[src/rtl/i2c_irq_pkg.sv]
package i2c_irq_pkg;
  localparam int NUM_SRC = 12;

  // Bit positions of the status vector (software-visible order).
  localparam int B_RX_UNDER = 0;
  localparam int B_RX_OVER  = 1;
  localparam int B_RX_FULL  = 2;
  localparam int B_TX_OVER  = 3;
  localparam int B_TX_EMPTY = 4;
  localparam int B_RD_REQ   = 5;
  localparam int B_TX_ABRT  = 6;
  localparam int B_RX_DONE  = 7;
  localparam int B_ACTIVITY = 8;
  localparam int B_STOP     = 9;
  localparam int B_START    = 10;
  localparam int B_GEN_CALL = 11;

  localparam logic [NUM_SRC-1:0] MASK_RESET = 12'h8FF;
  // Bits that track a level instead of latching an event.
  localparam logic [NUM_SRC-1:0] LEVEL_BITS = 12'h014;
  // Bits that hold through disable until the state machines go idle.
  localparam logic [NUM_SRC-1:0] IDLE_CLR_BITS = 12'h00B;
  // Sticky bits that disabling clears outright.
  localparam logic [NUM_SRC-1:0] DIS_CLR_BITS = 12'h900;

  typedef struct packed {
    logic [NUM_SRC-1:0] setV;
    logic [NUM_SRC-1:0] clrV;
  } irqStrobes_t;
endpackage

[src/rtl/i2c_irq_ctrl.sv]
module i2c_irq_ctrl
  import i2c_irq_pkg::*;
#(
  parameter int DEPTH = 64,
  parameter int LVL_W = $clog2(DEPTH + 1)
) (
  input  logic               enable,
  input  logic               busy,
  input  logic               evStart,
  input  logic               evStop,
  input  logic               evGenCall,
  input  logic               evRdReq,
  input  logic               evRxDone,
  input  logic               evTxAbrt,
  input  logic               evRxByte,
  input  logic [LVL_W-1:0]   txLevel,
  input  logic [LVL_W-1:0]   txThresh,
  input  logic [LVL_W-1:0]   rxLevel,
  input  logic [LVL_W-1:0]   rxThresh,
  input  logic               dataWr,
  input  logic               dataRd,
  input  logic [NUM_SRC-1:0] clrRd,
  input  logic               clrAll,
  input  logic               holdIn,
  output irqStrobes_t        strb,
  output logic               txPush
);
  localparam logic [LVL_W-1:0] FULL_LVL = LVL_W'(DEPTH);

  logic txFull, rxFull, rxEmpty;
  logic lvlTxEmpty, lvlRxFull;
  logic idleOff, disabled;
  logic [NUM_SRC-1:0] swClr;

  assign txFull   = (txLevel == FULL_LVL);
  assign rxFull   = (rxLevel == FULL_LVL);
  assign rxEmpty  = (rxLevel == '0);
  assign disabled = !enable;
  assign idleOff  = disabled && !busy;

  assign lvlTxEmpty = enable ? (txLevel <= txThresh) : busy;
  assign lvlRxFull  = enable && (rxLevel >= rxThresh);

  // Software clear paths: own strobe or global clear, never on level bits.
  for (genvar i = 0; i < NUM_SRC; i++) begin : g_swclr
    if (LEVEL_BITS[i]) begin : g_lvl
      assign swClr[i] = 1'b0;
    end else begin : g_evt
      assign swClr[i] = clrRd[i] || clrAll;
    end
  end

  always_comb begin
    strb.setV = '0;
    strb.setV[B_RX_UNDER] = dataRd && rxEmpty;
    strb.setV[B_RX_OVER]  = evRxByte && rxFull;
    strb.setV[B_RX_FULL]  = lvlRxFull;
    strb.setV[B_TX_OVER]  = dataWr && txFull;
    strb.setV[B_TX_EMPTY] = lvlTxEmpty;
    strb.setV[B_RD_REQ]   = evRdReq;
    strb.setV[B_TX_ABRT]  = evTxAbrt;
    strb.setV[B_RX_DONE]  = evRxDone;
    strb.setV[B_ACTIVITY] = enable && busy;
    strb.setV[B_STOP]     = evStop;
    strb.setV[B_START]    = evStart;
    strb.setV[B_GEN_CALL] = evGenCall;

    strb.clrV = swClr
              | (IDLE_CLR_BITS & {NUM_SRC{idleOff}})
              | (DIS_CLR_BITS & {NUM_SRC{disabled}});
    // Level bits: clear whenever the level is absent.
    strb.clrV[B_RX_FULL]  = !lvlRxFull;
    strb.clrV[B_TX_EMPTY] = !lvlTxEmpty;
  end

  assign txPush = dataWr && !txFull && !holdIn;
endmodule

[src/rtl/i2c_irq_dp.sv]
module i2c_irq_dp
  import i2c_irq_pkg::*;
#(
  parameter int REG_W = 32
) (
  input  logic               clk,
  input  logic               rstN,
  input  irqStrobes_t        strb,
  input  logic               maskWr,
  input  logic [REG_W-1:0]   maskWrData,
  output logic [REG_W-1:0]   maskRead,
  output logic [NUM_SRC-1:0] rawStatus,
  output logic [NUM_SRC-1:0] maskedStatus,
  output logic               irq
);
  logic [NUM_SRC-1:0] rawQ, maskQ;
  logic irqQ;

  // Set has priority over every clear path.
  always_ff @(posedge clk or negedge rstN) begin
    if (!rstN) rawQ <= '0;
    else       rawQ <= strb.setV | (rawQ & ~strb.clrV);
  end

  always_ff @(posedge clk or negedge rstN) begin
    if (!rstN)       maskQ <= MASK_RESET;
    else if (maskWr) maskQ <= maskWrData[NUM_SRC-1:0];
  end

  assign maskedStatus = rawQ & maskQ;

  always_ff @(posedge clk or negedge rstN) begin
    if (!rstN) irqQ <= 1'b0;
    else       irqQ <= |maskedStatus;
  end

  assign rawStatus = rawQ;
  assign irq       = irqQ;
  assign maskRead  = {{(REG_W-NUM_SRC){1'b0}}, maskQ};
endmodule

[src/rtl/i2c_irq_unit.sv]
module i2c_irq_unit
  import i2c_irq_pkg::*;
#(
  parameter int DEPTH = 64,
  parameter int REG_W = 32,
  localparam int LVL_W = $clog2(DEPTH + 1)
) (
  input  logic               clk,
  input  logic               rstN,
  input  logic               enable,
  input  logic               busy,
  input  logic               evStart,
  input  logic               evStop,
  input  logic               evGenCall,
  input  logic               evRdReq,
  input  logic               evRxDone,
  input  logic               evTxAbrt,
  input  logic               evRxByte,
  input  logic [LVL_W-1:0]   txLevel,
  input  logic [LVL_W-1:0]   txThresh,
  input  logic [LVL_W-1:0]   rxLevel,
  input  logic [LVL_W-1:0]   rxThresh,
  input  logic               dataWr,
  input  logic               dataRd,
  input  logic [NUM_SRC-1:0] clrRd,
  input  logic               clrAll,
  input  logic               maskWr,
  input  logic [REG_W-1:0]   maskWrData,
  output logic [REG_W-1:0]   maskRead,
  output logic [NUM_SRC-1:0] rawStatus,
  output logic [NUM_SRC-1:0] maskedStatus,
  output logic               irq,
  output logic               txFlushHold,
  output logic               txPush
);
  irqStrobes_t strb;

  i2c_irq_ctrl #(.DEPTH(DEPTH), .LVL_W(LVL_W)) u_ctrl (
    .enable(enable), .busy(busy),
    .evStart(evStart), .evStop(evStop), .evGenCall(evGenCall),
    .evRdReq(evRdReq), .evRxDone(evRxDone), .evTxAbrt(evTxAbrt),
    .evRxByte(evRxByte),
    .txLevel(txLevel), .txThresh(txThresh),
    .rxLevel(rxLevel), .rxThresh(rxThresh),
    .dataWr(dataWr), .dataRd(dataRd),
    .clrRd(clrRd), .clrAll(clrAll),
    .holdIn(txFlushHold),
    .strb(strb), .txPush(txPush)
  );

  i2c_irq_dp #(.REG_W(REG_W)) u_dp (
    .clk(clk), .rstN(rstN), .strb(strb),
    .maskWr(maskWr), .maskWrData(maskWrData), .maskRead(maskRead),
    .rawStatus(rawStatus), .maskedStatus(maskedStatus), .irq(irq)
  );

  assign txFlushHold = rawStatus[B_TX_ABRT];
endmodule

[config.mk]
export PLATFORM = sky130hd
export DESIGN_NAME = i2c_irq_unit
export DESIGN_NICKNAME = d
export VERILOG_FILES = /design/src/rtl/i2c_irq_pkg.sv /design/src/rtl/i2c_irq_ctrl.sv /design/src/rtl/i2c_irq_dp.sv /design/src/rtl/i2c_irq_unit.sv
export SDC_FILE = /design/constraint.sdc
export NUM_CORES = 1
export LEC_CHECK = 0
export BUFFER_PORTS_ARGS = -buffer_cell sky130_fd_sc_hd__buf_2
export CAP_MARGIN = 20
export CORE_MARGIN = 2
export CORE_UTILIZATION = 42
export CTS_CLUSTER_DIAMETER = 200
export CTS_CLUSTER_SIZE = 8
export DETAILED_ROUTE_END_ITERATION = 6
export PLACE_DENSITY = 0.95
export SLEW_MARGIN = 10
export SYNTH_ARGS = -nofsm -noshare
export SYNTH_HDL_FRONTEND = slang
export SYNTH_HIERARCHICAL = 1
export SYNTH_SLANG_ARGS = --single-unit
[constraint.sdc]
create_clock -name clk -period 3 [get_ports clk]
set_input_delay 0.15 -clock clk [delete_from_list [all_inputs] [get_ports clk]]
set_output_delay 0.15 -clock clk [all_outputs]
set_load 0.02 [all_outputs]
==> qor.csv, run 1 <==
metric,value,unit
synth-seq-cells,25,
critPathCaptureType,output port,
worstSkewPairLatency,0.27,ns
clk_pin_slew,0.09,ns
root_buffer,clkbuf_8,
clockBufferDepth,2,
port_buffers,103,
drive_gt1_share,51.25,%
critPathMaxFanout,3,
worst_slew_pin_slew,0.5546,ns
grt_pass1_vias,1453,
antenna_cells,0,
start_util,44.37,%
netlist_instances,182,
drt_pass1_iterations,4,
cts_tree,yes,
avgSynthCellArea,9.893,µm²
drt-total-wl,4028,µm
antenna_left,0,
die_x,69.48,µm
core.rowCount,23,
netlist_area,1800,µm²
grt.total_usage,17.04,%
vias,1527,
synthArstFlopShare,100.0,%
start_kind,register,
layout_min_cycle_time,1.305,ns
dpl.hpwl,3456,µm
finalPower,0.8812,mW
finalHoldViolCount,0,
cp.required,2.85,ns
dp.cells,324,
grt_pass1_wl,6686,µm
rsz0062_at_grt,false,
critPathSlowestCell,dfstp_2,
gp_congestion,0.7323,
slew_headroom,63.03,%
fin_setup_tns,0,ns
synth_edf_count,0,
wl_per_cell,12.24,µm
vias_per_cell,4.641,
synth_cell_types,37,
drv_cap,0,
htree_levels,1,
yosysSeqAreaShare,35.37,%
status,"complete, no violations",
synthToLayoutAreaGrowth,26.62,%
crit_path_cell_trace,and2_1 -> buf_2,
die_area,4827,µm²
die_y,69.48,µm
cts-buffers-inserted,3,
critPathMaxStageDelay,0.57,ns
power_density,386.5,nW/µm²
ioPinCount,146,
crit_type,reg -> out,
fmax,766.3,MHz
antenna_found_initial,0,
drc,0,
ys_warn_count,6,
stdcell_count,329,
fin_crit_sh,43.50,%
setup_viol_count_final,0,
core_area,4058,µm²
cts_sinks,25,
hp-class,in -> reg,
ctsResizeCount,0,
ir_worst_vdd,227.6,µV
final.setup_skew,0.001501,ns
slew_violations,0,
nets,381,
grt_max_degree,26,
grt_overflow,0,
first_iter_violations,76,
synthFlopType,dfrtp_1,
power_leakage,1.395,nW
cp.arrival,1.15,ns
[registers in the layout, indices dropped and copies added, names as in the netlist]
signal,count
u_dp/rawStatus,12
u_dp/irq,1
u_dp/maskQ,12
[what timing repair did]
action | 4_1_cts | 5_1_grt
setup buffers | 0 | 0
endpoints found under the hold margin | 16 | 0
hold buffers | 1 | 0
[cells by family (layout without fill, tap and decap cells)]
family | Yosys count | in the layout | share of synthesized area (%)
AOI/OAI and AO/OA | 26 | 26 | 9.938
adders and majority gates | 14 | 14 | 9.729
buffers and inverters | 56 | 134 | 18.14
DFF | 25 | 25 | 35.37
muxes | 12 | 12 | 9.590
other | 1 | 20 | 0.2083
and+or+nand+nor | 48 | 48 | 17.03
[synthesized netlist by cell type (2+ instances only)]
cell      count  area share [%]
or2_2         5             1.7
mux2_4       10             8.3
a21o_1       12             5.0
nand3_1       2            0.56
nor3_1        2            0.56
dfrtp_1      16              22
a21oi_1       5             1.4
nand2b_1      2            0.69
nand2_1       3            0.63
ha_1         14             9.7
o21ai_0       2            0.56
or3_1         3             1.0
buf_4        29              12
nand4_1       2            0.69
dfstp_2       9              13
and2_1        9             3.1
nor4_2        2             1.4
inv_1        26             5.4
or3b_2        2            0.97
mux2_2        2             1.3
nor2_1        6             1.3
and2_4        4             1.9
[per-stage QoR]
stage          setup WS (ns)  hold slack [ns]  util, %  instance area (µm²)
2_1_floorplan          1.513          -0.1456        -                 1872
3_3_place_gp           1.476           0.1641    54.73                 2221
3_5_place_dp           1.430           0.1716    54.73                 2221
4_1_cts                1.695          0.05431    56.18                 2280
5_1_grt                1.623          0.04916    56.18                 2280
6_report               1.695          0.05826    56.18                 2280
[layout make-up]
class / instances / area, µm²
well taps: 50 / 62.56
multi-input cells: 120 / 908.4
repair buffers: 104 / 525.5
clock buffers: 3 / 41.29
fillers: 373 / 1778
inverters: 26 / 97.59
flip-flops and latches: 25 / 636.9
clock inverters: 1 / 7.507
[cells in the final DEF (no fill, tap or decap), types with 6 or more instances in the layout]
| cell type | count |
|---|---|
| a21o_1 | 12 |
| and2_1 | 9 |
| buf_2 | 103 |
| conb_1 | 20 |
| dfrtp_1 | 16 |
| dfstp_2 | 9 |
| ha_1 | 14 |
| inv_1 | 26 |
| mux2_4 | 10 |
| nor2_1 | 6 |
[worst paths after layout]
check,from,endpoint,slack [ns],cells past startpoint
worst max-delay path,u_dp/maskQ[1],maskedStatus[1],1.70,2
worst min-delay path,evRxDone,u_dp/rawStatus[7],0.06,2
worst max register to register,u_dp/rawStatus[7],u_dp/irq,1.85,3
worst min register to register,u_dp/rawStatus[1],u_dp/rawStatus[1],0.50,1
max in group asynchronous,rstN,u_dp/maskQ[11],2.23,2
min in group asynchronous,rstN,u_dp/irq,0.40,2
[report_power, final]
group / internal, mW / leakage (nW) / switching (mW)
clock: 0.0940 / 0.0217 / 0.110
combinational: 0.124 / 1.09 / 0.160
sequential: 0.373 / 0.284 / 0.0203
[metal layers]
layer | share of wire (%) | global-route usage (%) | vias to the layer above
li1 | - | - | 750
met1 | 40 | 20.26 | 700
met2 | 51 | 31.09 | 73
met3 | 7.6 | 3.779 | 4
met4 | 1.3 | 3.922 | 0
met5 | 0 | 0 | -
[critical path, delay by kind of cell (launching register included)]
kind / cells / cell delay (ns)
and+or+nand+nor: 1 / 0.16
buffers and inverters: 1 / 0.17
DFF: 1 / 0.57
(Power assumes the default switching activity.)
==> run 2, diff against run 1 <==
--- a/config.mk
+++ b/config.mk
@@ -8,11 +8,11 @@
 export BUFFER_PORTS_ARGS = -buffer_cell sky130_fd_sc_hd__buf_2
 export CAP_MARGIN = 20
 export CORE_MARGIN = 2
-export CORE_UTILIZATION = 42
+export CORE_UTILIZATION = 39
 export CTS_CLUSTER_DIAMETER = 200
 export CTS_CLUSTER_SIZE = 8
 export DETAILED_ROUTE_END_ITERATION = 6
-export PLACE_DENSITY = 0.95
+export PLACE_DENSITY = 0.89
 export SLEW_MARGIN = 10
 export SYNTH_ARGS = -nofsm -noshare
 export SYNTH_HDL_FRONTEND = slang
==> constraint.sdc (replaced) <==
create_clock -name clk -period 1.3 [get_ports clk]
set_input_delay 0.065 -clock clk [delete_from_list [all_inputs] [get_ports clk]]
set_output_delay 0.065 -clock clk [all_outputs]
set_load 0.02 [all_outputs]
==> run 2 against run 1 <==
Effect of this change:
- clock skew is 0.0055 ns higher
- via count is 0.98% higher
- core utilization is 1.4 points lower
- non-clock buffer count is 7 higher
- wire length is 4.9% higher
- critical endpoint is now maskedStatus[2]
==> qor.csv, run 2 (same netlist as run 1, synthesis figures left out) <==
metric,value,unit,change
r2r_cells,3,,unchanged
fin_crit_sh,95.07,%,
power_density,855.5,nW/µm²,+120%
rr_endpoint,u_dp/irq,,
ir_worst_vdd,427.4,µV,+88%
synthToLayoutAreaGrowth,34.19,%,
cp.required,1.24,ns,-1.61 ns
port_buffers,103,,unchanged
drt-total-wl,4226,µm,+4.9%
wl_per_cell,12.50,µm,+2.1%
fmax,809.1,MHz,
worstSkewPairLatency,0.26,ns,about the same
htree_levels,1,,unchanged
regArea,636.9,µm²,unchanged
fillers,405,,+8.6%
antenna_cells,0,,unchanged
slew_violations,0,,unchanged
status,"complete, no violations",,
critPathSlowestCell,dfstp_2,,
crit_family,flip-flops,,
dpl.hpwl,3570,µm,+3.3%
busiest_layer,met2,,
grt_pass1_vias,1546,,+6.4%
critPathMaxFanout,3,,unchanged
cts-buffers-inserted,3,,unchanged
hp-start,maskWrData[5],,
die_y,71.95,µm,+3.6%
hold_ws,0.02347,ns,-0.03479 ns
ioPinCount,146,,unchanged
drt_pass1_iterations,4,,unchanged
final_util,54.73,%,-1.4 points
rsz0062_at_grt,false,,
crit_path_cell_trace,and2_1 -> buf_2,,
finalHoldViolCount,0,,unchanged
start_util,40.79,%,-3.6 points
use_met1,18.45,%,-1.8 points
antenna_left,0,,unchanged
final.setup_skew,0.006991,ns,+0.005490 ns
grtUsageMet3,3.056,%,-0.72 points
dp.cells,327,,+0.93%
ctsResizeCount,0,,unchanged
grt.total_usage,16.67,%,-0.37 points
multi_input_area,949.7,µm²,+4.5%
grt_pass1_wl,6817,µm,+2.0%
first_iter_violations,48,,-37%
grt_overflow,0,,unchanged
rrSetupSlack,0.12,ns,-1.73 ns
critPathBufInv,1,,unchanged
vias_per_cell,4.562,,-1.7%
cts_sinks,25,,unchanged
clockBufferDepth,2,,unchanged
cts_setup_buffers,0,,unchanged
crit_type,reg -> out,,
gp_congestion,0.8635,,+18%
stdcell_count,338,,+2.7%
die_x,71.95,µm,+3.6%
root_buffer,clkbuf_8,,
setup_viol_count_final,0,,unchanged
worst_slew_pin_slew,0.5586,ns,+0.004037 ns
vias,1542,,+0.98%
slew_headroom,62.76,%,-0.27 points
die_area,5176,µm²,+7.2%
hold_depth,2,,unchanged
antenna_found_initial,0,,unchanged
hp-class,in -> reg,,
layout_min_cycle_time,1.236,ns,
drc,0,,unchanged
dp_slack,-0.1163,ns,-1.546 ns
core.rowCount,24,,+4.3%
cts_tree,yes,,
power_leakage,1.426,nW,+2.2%
core_area,4414,µm²,+8.8%
clk_pin_slew,0.09,ns,about the same
nets,388,,+1.8%
grt_max_degree,26,,unchanged
r2r-start,u_dp/rawStatus[3],,
min_to,u_dp/maskQ[5],,
start_kind,register,,
grt_use_met2,31.28,%,+0.19 points
critPathMaxStageDelay,0.55,ns,-0.02 ns
finalWorstSetupSlack,0.06406,ns,-1.631 ns
drv_cap,0,,unchanged
cp.arrival,1.17,ns,+0.02 ns
final_common_cell,buf_2,,
critPathCaptureType,output port,,
postCtsHoldBufs,7,,+6
fin_setup_tns,0,ns,unchanged
drive_gt1_share,52.45,%,+1.2 points
layout_common_cells,"103 x buf_2, 23 x inv_1, 20 x conb_1",,
[run 2: cell types whose count changed in the layout (fill, tap and decap cells not counted), moves of 3 or more]
cell and change:
ha_4 +3, inv_1 -3, dlygate4sd3_1 +6, ha_1 -3
[run 2: worst max path at each step]
stage / slack, ns / start / end / depth (start not counted)
2_1_floorplan: -0.004 / rxThresh[5] / u_dp/rawStatus[2] / 7
4_1_cts: 0.06 / u_dp/maskQ[2] / maskedStatus[2] / 2
5_1_grt: 0.003 / u_dp/maskQ[2] / maskedStatus[2] / 2
6_report: 0.06 / u_dp/maskQ[2] / maskedStatus[2] / 2
3_3_place_gp: -0.09 / rxThresh[5] / u_dp/rawStatus[2] / 8
3_5_place_dp: -0.12 / rxThresh[5] / u_dp/rawStatus[2] / 7
[run 2: layer usage]
layer | vias up | part of all wire, %
met4 | 0 | 1.8
li1 | 764 | -
met1 | 693 | 40
met3 | 8 | 6.9
met2 | 77 | 51
met5 | - | 0
[run 2: power by group]
part / total [mW] / leakage [nW] / switching (mW) / internal (mW)
clock network: 0.462 / 0.0217 / 0.245 / 0.217
logic: 0.700 / 1.12 / 0.387 / 0.313
registers: 0.905 / 0.284 / 0.0444 / 0.860
[run 2: cell type report]
cell class                      instances  area share (%)
Multi-Input combinational cell        120           39.31
Sequential cell                        25           26.36
Timing Repair Buffer                  111           24.55
Inverter                               26           5.075
Tap cell                               52           2.693
Clock buffer                            3           1.709
Clock inverter                          1          0.3107
[run 2: per-stage QoR]
step | instance area (µm²) | power, mW
3_5_place_dp | 2297 | 1.608
5_1_grt | 2416 | 2.195
6_report | 2416 | 2.067
3_3_place_gp | 2297 | 1.587
2_1_floorplan | 1938 | 1.403
4_1_cts | 2416 | 2.098
